[src/rtl/col30_pkg.sv]
package col30_pkg;

  localparam int NCOLS = 30;

  typedef enum logic {
    PH_LOAD  = 1'b0,
    PH_DRAIN = 1'b1
  } phase_e;

  // column visited at position idx of the read-out order
  function automatic logic [4:0] col_at(input logic [4:0] idx);
    logic [4:0] c;
    case (idx)
      5'd0:  c = 5'd0;   5'd1:  c = 5'd20;  5'd2:  c = 5'd10;
      5'd3:  c = 5'd5;   5'd4:  c = 5'd15;  5'd5:  c = 5'd25;
      5'd6:  c = 5'd3;   5'd7:  c = 5'd13;  5'd8:  c = 5'd23;
      5'd9:  c = 5'd8;   5'd10: c = 5'd18;  5'd11: c = 5'd28;
      5'd12: c = 5'd1;   5'd13: c = 5'd11;  5'd14: c = 5'd21;
      5'd15: c = 5'd6;   5'd16: c = 5'd16;  5'd17: c = 5'd26;
      5'd18: c = 5'd4;   5'd19: c = 5'd14;  5'd20: c = 5'd24;
      5'd21: c = 5'd19;  5'd22: c = 5'd9;   5'd23: c = 5'd29;
      5'd24: c = 5'd12;  5'd25: c = 5'd2;   5'd26: c = 5'd7;
      5'd27: c = 5'd22;  5'd28: c = 5'd27;  5'd29: c = 5'd17;
      default: c = 5'd0;
    endcase
    return c;
  endfunction

endpackage

[src/rtl/col30_addr_seq.sv]
module col30_addr_seq
  import col30_pkg::*;
#(
  parameter int FRAME_LEN = 150,
  parameter int ADDR_W    = 8
) (
  input  logic              clk,
  input  logic              rst,
  input  logic              restart,
  input  logic              step,
  output logic [ADDR_W-1:0] addr
);
  localparam int ROWS      = (FRAME_LEN + NCOLS - 1) / NCOLS;
  localparam int LAST_COLS = FRAME_LEN - (ROWS - 1) * NCOLS;
  localparam int ROW_W     = $clog2(ROWS + 1);
  localparam logic [5:0] LAST_COLS_W = 6'(LAST_COLS);

  logic [4:0]       ci;
  logic [ROW_W-1:0] row;
  logic [4:0]       col;
  logic             full_col;
  logic [ROW_W-1:0] bottom;

  // short last row: columns at or past LAST_COLS hold one row fewer
  always_comb begin
    col      = col_at(ci);
    full_col = ({1'b0, col} < LAST_COLS_W);
    bottom   = full_col ? ROW_W'(ROWS - 1) : ROW_W'(ROWS - 2);
    addr     = ADDR_W'(row) * ADDR_W'(NCOLS) + ADDR_W'(col);
  end

  always_ff @(posedge clk) begin
    if (rst || restart) begin
      ci  <= '0;
      row <= '0;
    end else if (step) begin
      if (row == bottom) begin
        row <= '0;
        ci  <= (ci == 5'd29) ? 5'd0 : ci + 5'd1;
      end else begin
        row <= row + 1'b1;
      end
    end
  end

  // the walk never lands on a dummy cell
  a_r4_addr_in_frame: assert property (@(posedge clk) disable iff (rst)
    addr < ADDR_W'(FRAME_LEN));

endmodule

[src/rtl/col30_frame_ram.sv]
module col30_frame_ram #(
  parameter int W      = 4,
  parameter int DEPTH  = 150,
  parameter int ADDR_W = 8
) (
  input  logic              clk,
  input  logic              we,
  input  logic [ADDR_W-1:0] wa,
  input  logic [W-1:0]      wd,
  input  logic              re,
  input  logic [ADDR_W-1:0] ra,
  output logic [W-1:0]      rd
);
  logic [W-1:0] mem [DEPTH];

  always_ff @(posedge clk) begin
    if (we) mem[wa] <= wd;
  end

  always_ff @(posedge clk) begin
    if (re) rd <= mem[ra];
  end

  // stores stay inside the matrix
  a_r2_write_in_range: assert property (@(posedge clk)
    we |-> wa < ADDR_W'(DEPTH));
  a_r2_read_in_range: assert property (@(posedge clk)
    re |-> ra < ADDR_W'(DEPTH));

endmodule

[src/rtl/col30_interleaver.sv]
module col30_interleaver
  import col30_pkg::*;
#(
  parameter int FRAME_LEN = 150,
  parameter int W         = 4
) (
  input  logic         clk,
  input  logic         rst,
  input  logic         mode_deint,
  input  logic         in_valid,
  output logic         in_ready,
  input  logic [W-1:0] in_data,
  output logic         out_valid,
  output logic [W-1:0] out_data,
  output logic         out_last
);
  localparam int ROWS   = (FRAME_LEN + NCOLS - 1) / NCOLS;
  localparam int DEPTH  = ROWS * NCOLS;
  localparam int ADDR_W = $clog2(DEPTH);

  if (FRAME_LEN < NCOLS) begin : g_len_check
    $error("FRAME_LEN must be at least 30");
  end

  phase_e            phase;
  logic [ADDR_W-1:0] cnt;
  logic              mode_q;
  logic              wr_fire, at_end, mode_eff, rd_en;
  logic              seq_restart, seq_step;
  logic [ADDR_W-1:0] seq_addr, wr_addr, rd_addr;

  always_comb begin
    in_ready    = (phase == PH_LOAD);
    wr_fire     = in_valid && (phase == PH_LOAD);
    rd_en       = (phase == PH_DRAIN);
    at_end      = (cnt == ADDR_W'(FRAME_LEN - 1));
    mode_eff    = (cnt == '0) ? mode_deint : mode_q;
    seq_step    = wr_fire || rd_en;
    seq_restart = at_end && (wr_fire || rd_en);
    wr_addr     = mode_eff ? seq_addr : cnt;
    rd_addr     = mode_q ? cnt : seq_addr;
  end

  col30_addr_seq #(.FRAME_LEN(FRAME_LEN), .ADDR_W(ADDR_W)) seq_i (
    .clk(clk), .rst(rst), .restart(seq_restart), .step(seq_step),
    .addr(seq_addr)
  );

  col30_frame_ram #(.W(W), .DEPTH(DEPTH), .ADDR_W(ADDR_W)) ram_i (
    .clk(clk), .we(wr_fire), .wa(wr_addr), .wd(in_data),
    .re(rd_en), .ra(rd_addr), .rd(out_data)
  );

  always_ff @(posedge clk) begin
    if (rst) begin
      phase     <= PH_LOAD;
      cnt       <= '0;
      mode_q    <= 1'b0;
      out_valid <= 1'b0;
      out_last  <= 1'b0;
    end else begin
      out_valid <= rd_en;
      out_last  <= rd_en && at_end;
      if (phase == PH_LOAD) begin
        if (wr_fire) begin
          if (cnt == '0) mode_q <= mode_deint;
          if (at_end) begin
            cnt   <= '0;
            phase <= PH_DRAIN;
          end else begin
            cnt <= cnt + 1'b1;
          end
        end
      end else begin
        if (at_end) begin
          cnt   <= '0;
          phase <= PH_LOAD;
        end else begin
          cnt <= cnt + 1'b1;
        end
      end
    end
  end

  // checker-only count of output beats in the current frame
  logic [ADDR_W-1:0] beat_cnt;
  always_ff @(posedge clk) begin
    if (rst || (out_valid && out_last)) beat_cnt <= '0;
    else if (out_valid)                 beat_cnt <= beat_cnt + 1'b1;
  end

  // last flag only on a valid beat, and only on beat FRAME_LEN-1
  a_r4_last_is_valid: assert property (@(posedge clk) disable iff (rst)
    out_last |-> out_valid);
  a_r4_frame_beats: assert property (@(posedge clk) disable iff (rst)
    out_last |-> beat_cnt == ADDR_W'(FRAME_LEN - 1));
  // output beats are back to back until the last one
  a_r7_no_gap: assert property (@(posedge clk) disable iff (rst)
    (out_valid && !out_last) |=> out_valid);
  // every busy cycle produces an output beat one cycle later
  a_r7_busy_feeds_out: assert property (@(posedge clk) disable iff (rst)
    !in_ready |=> out_valid);

endmodule

[config.mk]
export PLATFORM = sky130hd
export DESIGN_NAME = col30_interleaver
export DESIGN_NICKNAME = d
export VERILOG_FILES = /design/src/rtl/col30_pkg.sv /design/src/rtl/col30_addr_seq.sv /design/src/rtl/col30_frame_ram.sv /design/src/rtl/col30_interleaver.sv
export SDC_FILE = /design/constraint.sdc
export NUM_CORES = 1
export LEC_CHECK = 0
export BUFFER_PORTS_ARGS = -buffer_cell sky130_fd_sc_hd__buf_4
export CAP_MARGIN = 0
export CORE_AREA = 2 2 235 237
export CTS_CLUSTER_SIZE = 20
export DETAILED_ROUTE_END_ITERATION = 16
export DIE_AREA = 0 0 237 239
export GPL_TIMING_DRIVEN = 0
export HOLD_SLACK_MARGIN = 0.15
export SETUP_SLACK_MARGIN = 0.5
export SLEW_MARGIN = 25
export SYNTH_ARGS = -nofsm -noshare
export SYNTH_HDL_FRONTEND = slang
export SYNTH_SLANG_ARGS = --single-unit
[constraint.sdc]
create_clock -name clk -period 4.9 [get_ports clk]
set_clock_uncertainty 0.15 [all_clocks]
set_input_delay 0.98 -clock clk [delete_from_list [all_inputs] [get_ports clk]]
set_output_delay 0.98 -clock clk [all_outputs]
set_load 0.03 [all_outputs]
# Yosys cells after proc, flatten, opt, wreduce, memory -nomap -nowiden
# Memory sizes are Yosys's and may differ from the RTL's. A register that Yosys moved wholly into a read port is not among the register bits.
# Index checks and enable logic that the tools add are counted.
# classes
addsub	4
magnitude_cmp	1
bitwise	1
n_reduce_logical	9
n_eq_ne	3
n_mul	1
n_mux	17
# op_table
cell	n
2-to-1 mux 8 bit	5
2-to-1 mux 5 bit	3
adder 8 x 1 -> 8 bit, second input constant	1
adder 8 x 5 -> 8 bit	1
== test 8 bit, second input constant	1
logical NOT 8 bit	1
multiplier 3 x 4 -> 7 bit, second input constant	1
2-to-1 mux 1 bit	7
2-to-1 mux 3 bit	2
adder 5 x 1 -> 5 bit, second input constant	1
== test 5 bit, second input constant	1
less-than comparator 5 bit, second input constant	1
AND reduction 2 bit	2
adder 3 x 1 -> 3 bit, second input constant	1
== test 3 bit	1
logical AND 1 bit	3
logical OR 1 bit	2
nonzero test 2 bit	1
NOT 1 bit	1
# word_totals
ram_bits	600
elab_cells	45
rom_bits	160
regBits	20
n_memories	2
inputBits	8
output_inout_bits	7
# memory_table
memory	depth	word_bits	rd	rd_ports_with_merged_regs	write_ports	line	rtl
ram_i.mem	150	4	1	1	1	col30_frame_ram.sv:14	logic [W-1:0] mem [DEPTH];
(no name shown)	32	5	1	1	0	col30_pkg.sv:13	case (idx)

# Longest topological paths before layout
# Gate-level depths: netlist of run 1.
# depth
depth_word	6
ltp_mapped	15

# Hierarchy
# A second synthesis of run 1 with hierarchy kept.
# hier_totals
hier_cells	1611
area_unflattened_um2	26888.3
# modules_own_cells
mod	area_per_inst_um2	n_inst	cells_each	seq_area_each_um2
col30_frame_ram	24581.1	1	1329	18137.4
col30_addr_seq	1357.6	1	164	260.2
col30_interleaver	949.7	1	118	240.2

# Least setup slack after synthesis of run 1
# Ideal clock, no wire load.
# synth_timing
path_kind	register to register
start	reg seq_i.row[1]
end	mem ram_i.mem[92][0] (enable)
path_slack_ps	486
arrival_time_ps	3935
setup_time_ps	330
n_path_buf	2
stages_incl_launch_ff	16
synth_period_minus_slack_ps	4414
required_ps	4420
path_cell_list	dfxtp_1 inv_1 fa_1 inv_1 ha_1 ha_1 ha_1 o21ai_0 nor2_1 o21ai_0 xnor2_2 mux2i_2 or4_1 buf_2 buf_6 nor2_1
# synth_between
elab_chain_len	3
# synth_lines
element	line	rtl
start: declaration	col30_addr_seq.sv:19	logic [ROW_W-1:0] row;
start signal: assignment	col30_addr_seq.sv:41	row <= row + 1'b1;
multiplier 3 x 4 -> 7 bit	col30_addr_seq.sv:29	addr = ADDR_W'(row) * ADDR_W'(NCOLS) + ADDR_W'(col);
adder 8 x 5 -> 8 bit	col30_addr_seq.sv:29	
2-to-1 mux 8 bit	col30_interleaver.sv:40	wr_addr = mode_eff ? seq_addr : cnt;
end: declaration	col30_frame_ram.sv:14	
# Every way passes these cells.

# Final worst setup path of run 1
# layout_timing
start	reg seq_i.row[1]
end	reg ram_i.rd[1] (read register of ram_i.mem), data pin
# layout_between
elab_chain_len	3
# layout_lines
element	line	rtl
multiplier 3 x 4 -> 7 bit	col30_addr_seq.sv:29	
adder 8 x 5 -> 8 bit	col30_addr_seq.sv:29	
2-to-1 mux 8 bit	col30_interleaver.sv:41	rd_addr = mode_q ? cnt : seq_addr;
end: declaration	col30_frame_ram.sv:12	output logic [W-1:0] rd
# Every way passes these cells.
# A chain may end at the register's enable or synchronous reset.

==> reports/metrics.csv, run 1 <==
metric;value;unit
status;finished clean;
ir_drop;0.293;mV
drc;0;
io_pins;15;
globalplace.congestion;0.968;
synth.top_cell.area_share;67.9;%
clk_latency;620;ps
setup_viol;0;
holdBufCountCts;0;
hold_class;reg -> reg;
fin_nets;2214;
synth_seq_area_share;69.8;%
dieHeight;239;um
rsz0062_at_grt;true;
synthFlopType;edfxtp_1;
syn_avg_cell_area;12.9;um^2
grt_pass1_vias;17788;
track_usage;31.2;%
die_area;56600;um^2
syn_to_final_growth;17.3;%
min_period;4460;ps
p_leak;0.0104;uW
grt_overflow;0;
tightest_slew;1020;ps
route.met2.wl;39200;um
synth.ff_latch_count;629;
grt_max_degree;113;
whs_path_depth;2;
fmax;224;MHz
place_area;27900;um^2
port_buffers;14;
postLayoutCellArea;31400;um^2
final_cell_mix;edfxtp_1, nand2_1, nand3_1;
period_share;91.1;%
ff2ff_path_depth;13;
timing.slew.headroom;32.3;%
crit_path_end_kind;register;
synth-edff-count;604;
crit_fanout;10;
synth_cell_types;74;
max_cap_violations;0;
pre_cts_slack;-908;ps
clk_path_buf_depth;3;
numCtsBuffers;68;
power_density;399;nW/um^2
cts_max_level;3;
drive_above_1_share;20.5;%
wirelength_met1;33900;um
route.vias.total;18881;
hold_viol_final;0;
netlist_instances;2066;
highest_layer;met4;
critPathLaunchType;register;
instances_no_fill;2936;
initial_core_util;49.2;%
wire_per_inst;30.2;um
synth_area_leader_cell;edfxtp_1;
synth_area;26700;um^2
final_common_cell;edfxtp_1;
ys_warn_count;0;
dr.pass1.iters;6;
dpl.cell_count;2790;
tritoncts;done;
die-width;237;um
dpl.hpwl;57200;um
cts_sinks;629;
setup_ws;436;ps
antenna_found_initial;2;
critPathKind;reg -> reg;
required;5160;ps
drt-vias-per-instance;6.43;
fillCellCount;4358;
drv_slew;0;
postRouteAntennaNets;0;
core-area;54300;um^2
rows;86;
clkTransAtPathRegs;60;ps
synth_area_leaders;edfxtp_1, nand2_1, nand3_1;
cts-root-buf;clkbuf_16;
first_iter_violations;2937;
synth_nets;2099;
finalWirelength;88600;um
grt_pass1_wl;124000;um
route.met3.wl;10300;um
arrival;4720;ps
async_flop_share;0;%
## critical path, stage by stage, from the launching register on
cell	delay (ps)
dfxtp_4	360
ha_1	320
inv_1	60
fa_1	670
nor2_1	110
a32o_1	230
clkbuf_2	350
clkbuf_2	430
nand3_1	160
nand4_1	230
o21ai_0	510
o211ai_1	170
a211o_1	350
o221ai_1	130
## metal layers
layer  global-route usage, %  up-vias
met3                    7.36      273
met1                    42.2     9376
met5                       0        -
li1                        -     7942
met4                    15.7        0
met2                    47.5     1290
## what timing repair did
action | in CTS | in global routing
endpoints found under the setup margin | 604 | 604
pin swaps | 16 | 23
buffers inserted | 13 | 10
cloned | 0 | 2
gates resized for setup | 182 | 226
## synthesized netlist by cell type (4+ instances only)
library cell / count
edfxtp_1: 604
nand2_1: 477
nor2_1: 177
nand3_1: 173
clkbuf_1: 80
mux2i_1: 71
a311oi_1: 34
buf_2: 32
nand4_1: 29
mux4_2: 26
dfxtp_1: 25
inv_1: 23
and3_1: 22
ha_1: 22
a21oi_1: 21
a32oi_1: 18
o21ai_0: 16
o31ai_1: 16
buf_1: 15
o211ai_1: 15
a31oi_1: 14
nor3_1: 12
xnor2_1: 10
xor2_1: 10
nand3b_1: 9
o2111ai_1: 7
a221oi_1: 6
o221ai_1: 6
a211oi_1: 5
and2_1: 5
mux2_2: 5
nor2b_1: 5
nand2b_1: 4
o21ai_1: 4
o31a_1: 4
## stage by stage
step | setup TNS [ps] | hold WS, ps | total power (uW) | utilization (%)
finish | 0 | 356 | 12500 | 57.7
global route | 0 | 387 | 12800 | 57.7
CTS | 0 | 365 | 12400 | 56.2
detailed placement | -188090 | 416 | 7600 | 51.3
global placement | -145210 | 409 | 7570 | 51.0
floorplan | 0 | 366 | 6830 | -
## report_power, final
group	total, uW	leakage (uW)	internal (uW)	switching (uW)
Sequential	5920	0.00563	5910	9.48
Clock	4760	0.000980	2660	2110
Combinational	1840	0.00383	498	1340
Total	12500	0.0104	9070	3460
## kinds of logic (layout without fill, tap and decap cells)
family	Yosys count	count (layout)	synth area share (%)
AND/OR/NAND/NOR	935	935	15.1
flip-flops	629	629	69.8
AO/OA/AOI/OAI	199	200	5.67
buffers and inverters	153	314	2.36
multiplexers	104	105	5.17
adder cells (fa/ha/maj)	25	25	1.25
XOR/XNOR	21	21	0.716
other	0	3	0
## registers in the layout (all words and copies together), names as in the netlist
register,flops
ram_i.mem,600
cnt,8
seq_i.ci,5
seq_i.col,5
ram_i.rd,4
seq_i.row,3
mode_q,1
out_last,1
out_valid,1
phase,1
## worst paths after layout
check,from,endpoint,slack [ps]
max,seq_i.row[1]$_SDFFE_PP0N_,ram_i.rd[1]$_DFFE_PP_,440
min reg2reg,seq_i.row[1]$_SDFFE_PP0N_,seq_i.row[1]$_SDFFE_PP0N_,360
max reg2reg,seq_i.row[1]$_SDFFE_PP0N_,ram_i.rd[1]$_DFFE_PP_,440
min,seq_i.row[1]$_SDFFE_PP0N_,seq_i.row[1]$_SDFFE_PP0N_,360
## cell type report
type                            count  area (um^2)  share of cell area, %
Buffer                            129          738                   2.35
Clock buffer                       85         1800                   5.73
Tap cell                          704          881                   2.81
Sequential cell                   629        18600                   59.5
Clock inverter                     33          205                  0.654
Multi-Input combinational cell   1286         8550                   27.3
Timing Repair Buffer               43          437                   1.39
Inverter                           24         90.1                  0.287
Antenna cell                        3         7.51                 0.0239
Power figures use the tool's default switching activity.
==> run 2: changes to the inputs <==
--- a/config.mk
+++ b/config.mk
@@ -5,12 +5,13 @@
 export SDC_FILE = /design/constraint.sdc
 export NUM_CORES = 1
 export LEC_CHECK = 0
+export ABC_AREA = 1
 export BUFFER_PORTS_ARGS = -buffer_cell sky130_fd_sc_hd__buf_4
 export CAP_MARGIN = 0
-export CORE_AREA = 2 2 235 237
+export CORE_AREA = 2 2 242 244
 export CTS_CLUSTER_SIZE = 20
 export DETAILED_ROUTE_END_ITERATION = 16
-export DIE_AREA = 0 0 237 239
+export DIE_AREA = 0 0 244 246
 export GPL_TIMING_DRIVEN = 0
 export HOLD_SLACK_MARGIN = 0.15
 export SETUP_SLACK_MARGIN = 0.5
==> reports/metrics.csv, run 2 <==
metric;value;unit
arrival;4660;ps
port_buffers;14;
track_usage;34.7;%
ys_top_cells_by_count;nand2_1, edfxtp_1, nand3_1;
fillCellCount;5010;
r2r-start;seq_i.row[0]$_SDFFE_PP0N_;
globalplace.congestion;0.990;
clkTransAtPathRegs;60;ps
synth_nets;2886;
cts-root-buf;clkbuf_16;
p_leak;0.0128;uW
synth_cell_types;42;
max_cap_violations;0;
final_cell_mix;nand2_1, edfxtp_1, nand3_1;
die_area;60000;um^2
grt_pass1_wl;147000;um
top_register;ram_i.mem;
whs_path_depth;2;
power_density;390;nW/um^2
pre_cts_slack;-353;ps
utilization;56.7;%
min_period;4450;ps
fmax;225;MHz
synth_area_leaders;edfxtp_1, nand2_1, nand3_1;
hold_class;reg -> reg;
async_flop_share;0;%
synth-edff-count;604;
rr_endpoint;ram_i.rd[2]$_DFFE_PP_;
critPathLaunchType;register;
syn_avg_cell_area;9.99;um^2
dpl.hpwl;65500;um
crit_fanout;10;
reg.largest.list;ram_i.mem x600, cnt x8;
rows;88;
status;finished clean;
initial_core_util;49.7;%
grt_overflow;0;
core-area;57400;um^2
ir_drop;0.290;mV
largest_reg_flops;600;
clk_path_buf_depth;3;
cp_cell_sequence;ha_1 -> inv_1 -> fa_1 -> o21ai_2 -> clkdlybuf4s15_1 -> nand3_1 -> nand3_1 -> nand3_1 -> nand3_1 -> nand3_1 -> nand3_1 -> nand2_1;
cp-endpoint;ram_i.rd[2]$_DFFE_PP_;
period_share;90.9;%
instances_no_fill;3764;
setup_viol;0;
critPathKind;reg -> reg;
netlist_instances;2853;
rsz0062_at_grt;true;
synth_area;28500;um^2
ff2ff_path_depth;12;
wire_per_inst;27.5;um
startpoint;seq_i.row[0]$_SDFFE_PP0N_;
critPathSlowestCell;clkdlybuf4s15_1;
synth_seq_area_share;65.4;%
tightest_slew;1230;ps
dieHeight;246;um
crit_path_end_kind;register;
required;5100;ps
route.vias.total;22039;
path_common_cell;nand3_1;
first_iter_violations;3288;
regToRegSetupSlack;450;ps
critPathMaxStageDelay;940;ps
hold_viol_final;0;
synthFlopType;edfxtp_1;
diodes;0;
postRouteAntennaNets;0;
synth_area_leader_cell;edfxtp_1;
timing.slew.headroom;18.3;%
tritoncts;done;
drc;0;
clk_latency;600;ps
numCtsBuffers;67;
setup_ws;448;ps
synth.ff_latch_count;629;
final_common_cell;nand2_1;
synth.most_common_cell;nand2_1;
grt_pass1_vias;21170;
synth.top_cell.area_share;63.6;%
cts_max_level;3;
drive_above_1_share;11.6;%
finalWirelength;104000;um
fin_nets;2979;
ys_warn_count;0;
antenna_found_initial;0;
cts_sinks;629;
drt-vias-per-instance;5.86;
drv_slew;0;
io_pins;15;
dpl.cell_count;3637;
grt_max_degree;105;
syn_to_final_growth;14.1;%
dr.pass1.iters;6;
die-width;244;um
==> run 2: worst min-delay path by stage <==
stage	startpoint	endpoint	slack, ps
final	seq_i.row[0]$_SDFFE_PP0N_	seq_i.row[0]$_SDFFE_PP0N_	390
after global routing	seq_i.row[0]$_SDFFE_PP0N_	seq_i.row[0]$_SDFFE_PP0N_	420
after CTS	seq_i.row[0]$_SDFFE_PP0N_	seq_i.row[0]$_SDFFE_PP0N_	400
after detailed placement	seq_i.row[0]$_SDFFE_PP0N_	seq_i.row[0]$_SDFFE_PP0N_	390
after global placement	seq_i.row[0]$_SDFFE_PP0N_	seq_i.row[0]$_SDFFE_PP0N_	380
after floorplan	seq_i.row[0]$_SDFFE_PP0N_	seq_i.row[0]$_SDFFE_PP0N_	330
==> run 2: cell type report <==
cell class	instances	area (um^2)	share of cell area [%]
timing repair buffer	24	322	0.989
clock inverter	36	221	0.681
buffer	141	702	2.16
tap	765	957	2.94
inverter	419	1580	4.85
sequential	629	18600	57.3
clock buffer	86	1830	5.64
multi-input combinational	1664	8270	25.4
==> run 2: critical path: cells and delay by family (launching register included) <==
kind            cells  cell delay (ps)
buf+inv             2             1060
flops               1              420
compound gates      1              660
simple gates        7             1170
fa+ha+maj           2              750
==> run 2: cells by family (layout without fill, tap and decap cells) <==
| kind of cell | after synthesis | after routing | share of synthesized area [%] |
|---|---|---|---|
| and+or+nand+nor | 1494 | 1494 | 22.6 |
| DFF | 629 | 629 | 65.4 |
| buffers and inverters | 560 | 706 | 7.73 |
| AOI/OAI and AO/OA | 137 | 137 | 2.84 |
| adders and majority gates | 25 | 25 | 1.18 |
| xor gates and xnor gates | 8 | 8 | 0.272 |
==> run 2: power breakdown <==
group | leakage [uW] | internal, uW | switching [uW]
Combinational | 0.00618 | 410 | 1450
Clock | 0.00101 | 2750 | 2140
Sequential | 0.00563 | 5920 | 9.96
Total | 0.0128 | 9080 | 3600
==> run 2: routing by layer <==
metal	share of wire [%]	global-route usage [%]
met3	13	8.61
met5	0	0
met2	44	52.7
met4	5.9	18.8
met1	37	46.1
==> run 2: per-stage QoR <==
stage	total power [uW]	hold WS [ps]	setup TNS, ps	cell area (um^2)
after floorplan	6880	334	0	28500
after global placement	7710	376	-1050	29600
after detailed placement	7730	388	-1120	29700
after CTS	12500	397	0	32000
after global routing	12900	422	0	32500
final	12700	390	0	32500
==> run 2: what timing repair did <==
item | 4_1_cts | 5_1_grt
hold buffers | 0 | 0
hold endpoints to repair | 0 | 0
resized for setup | 61 | 157
setup endpoints to repair | 347 | 604
setup buffers | 3 | 0
pin swaps | 2 | 2
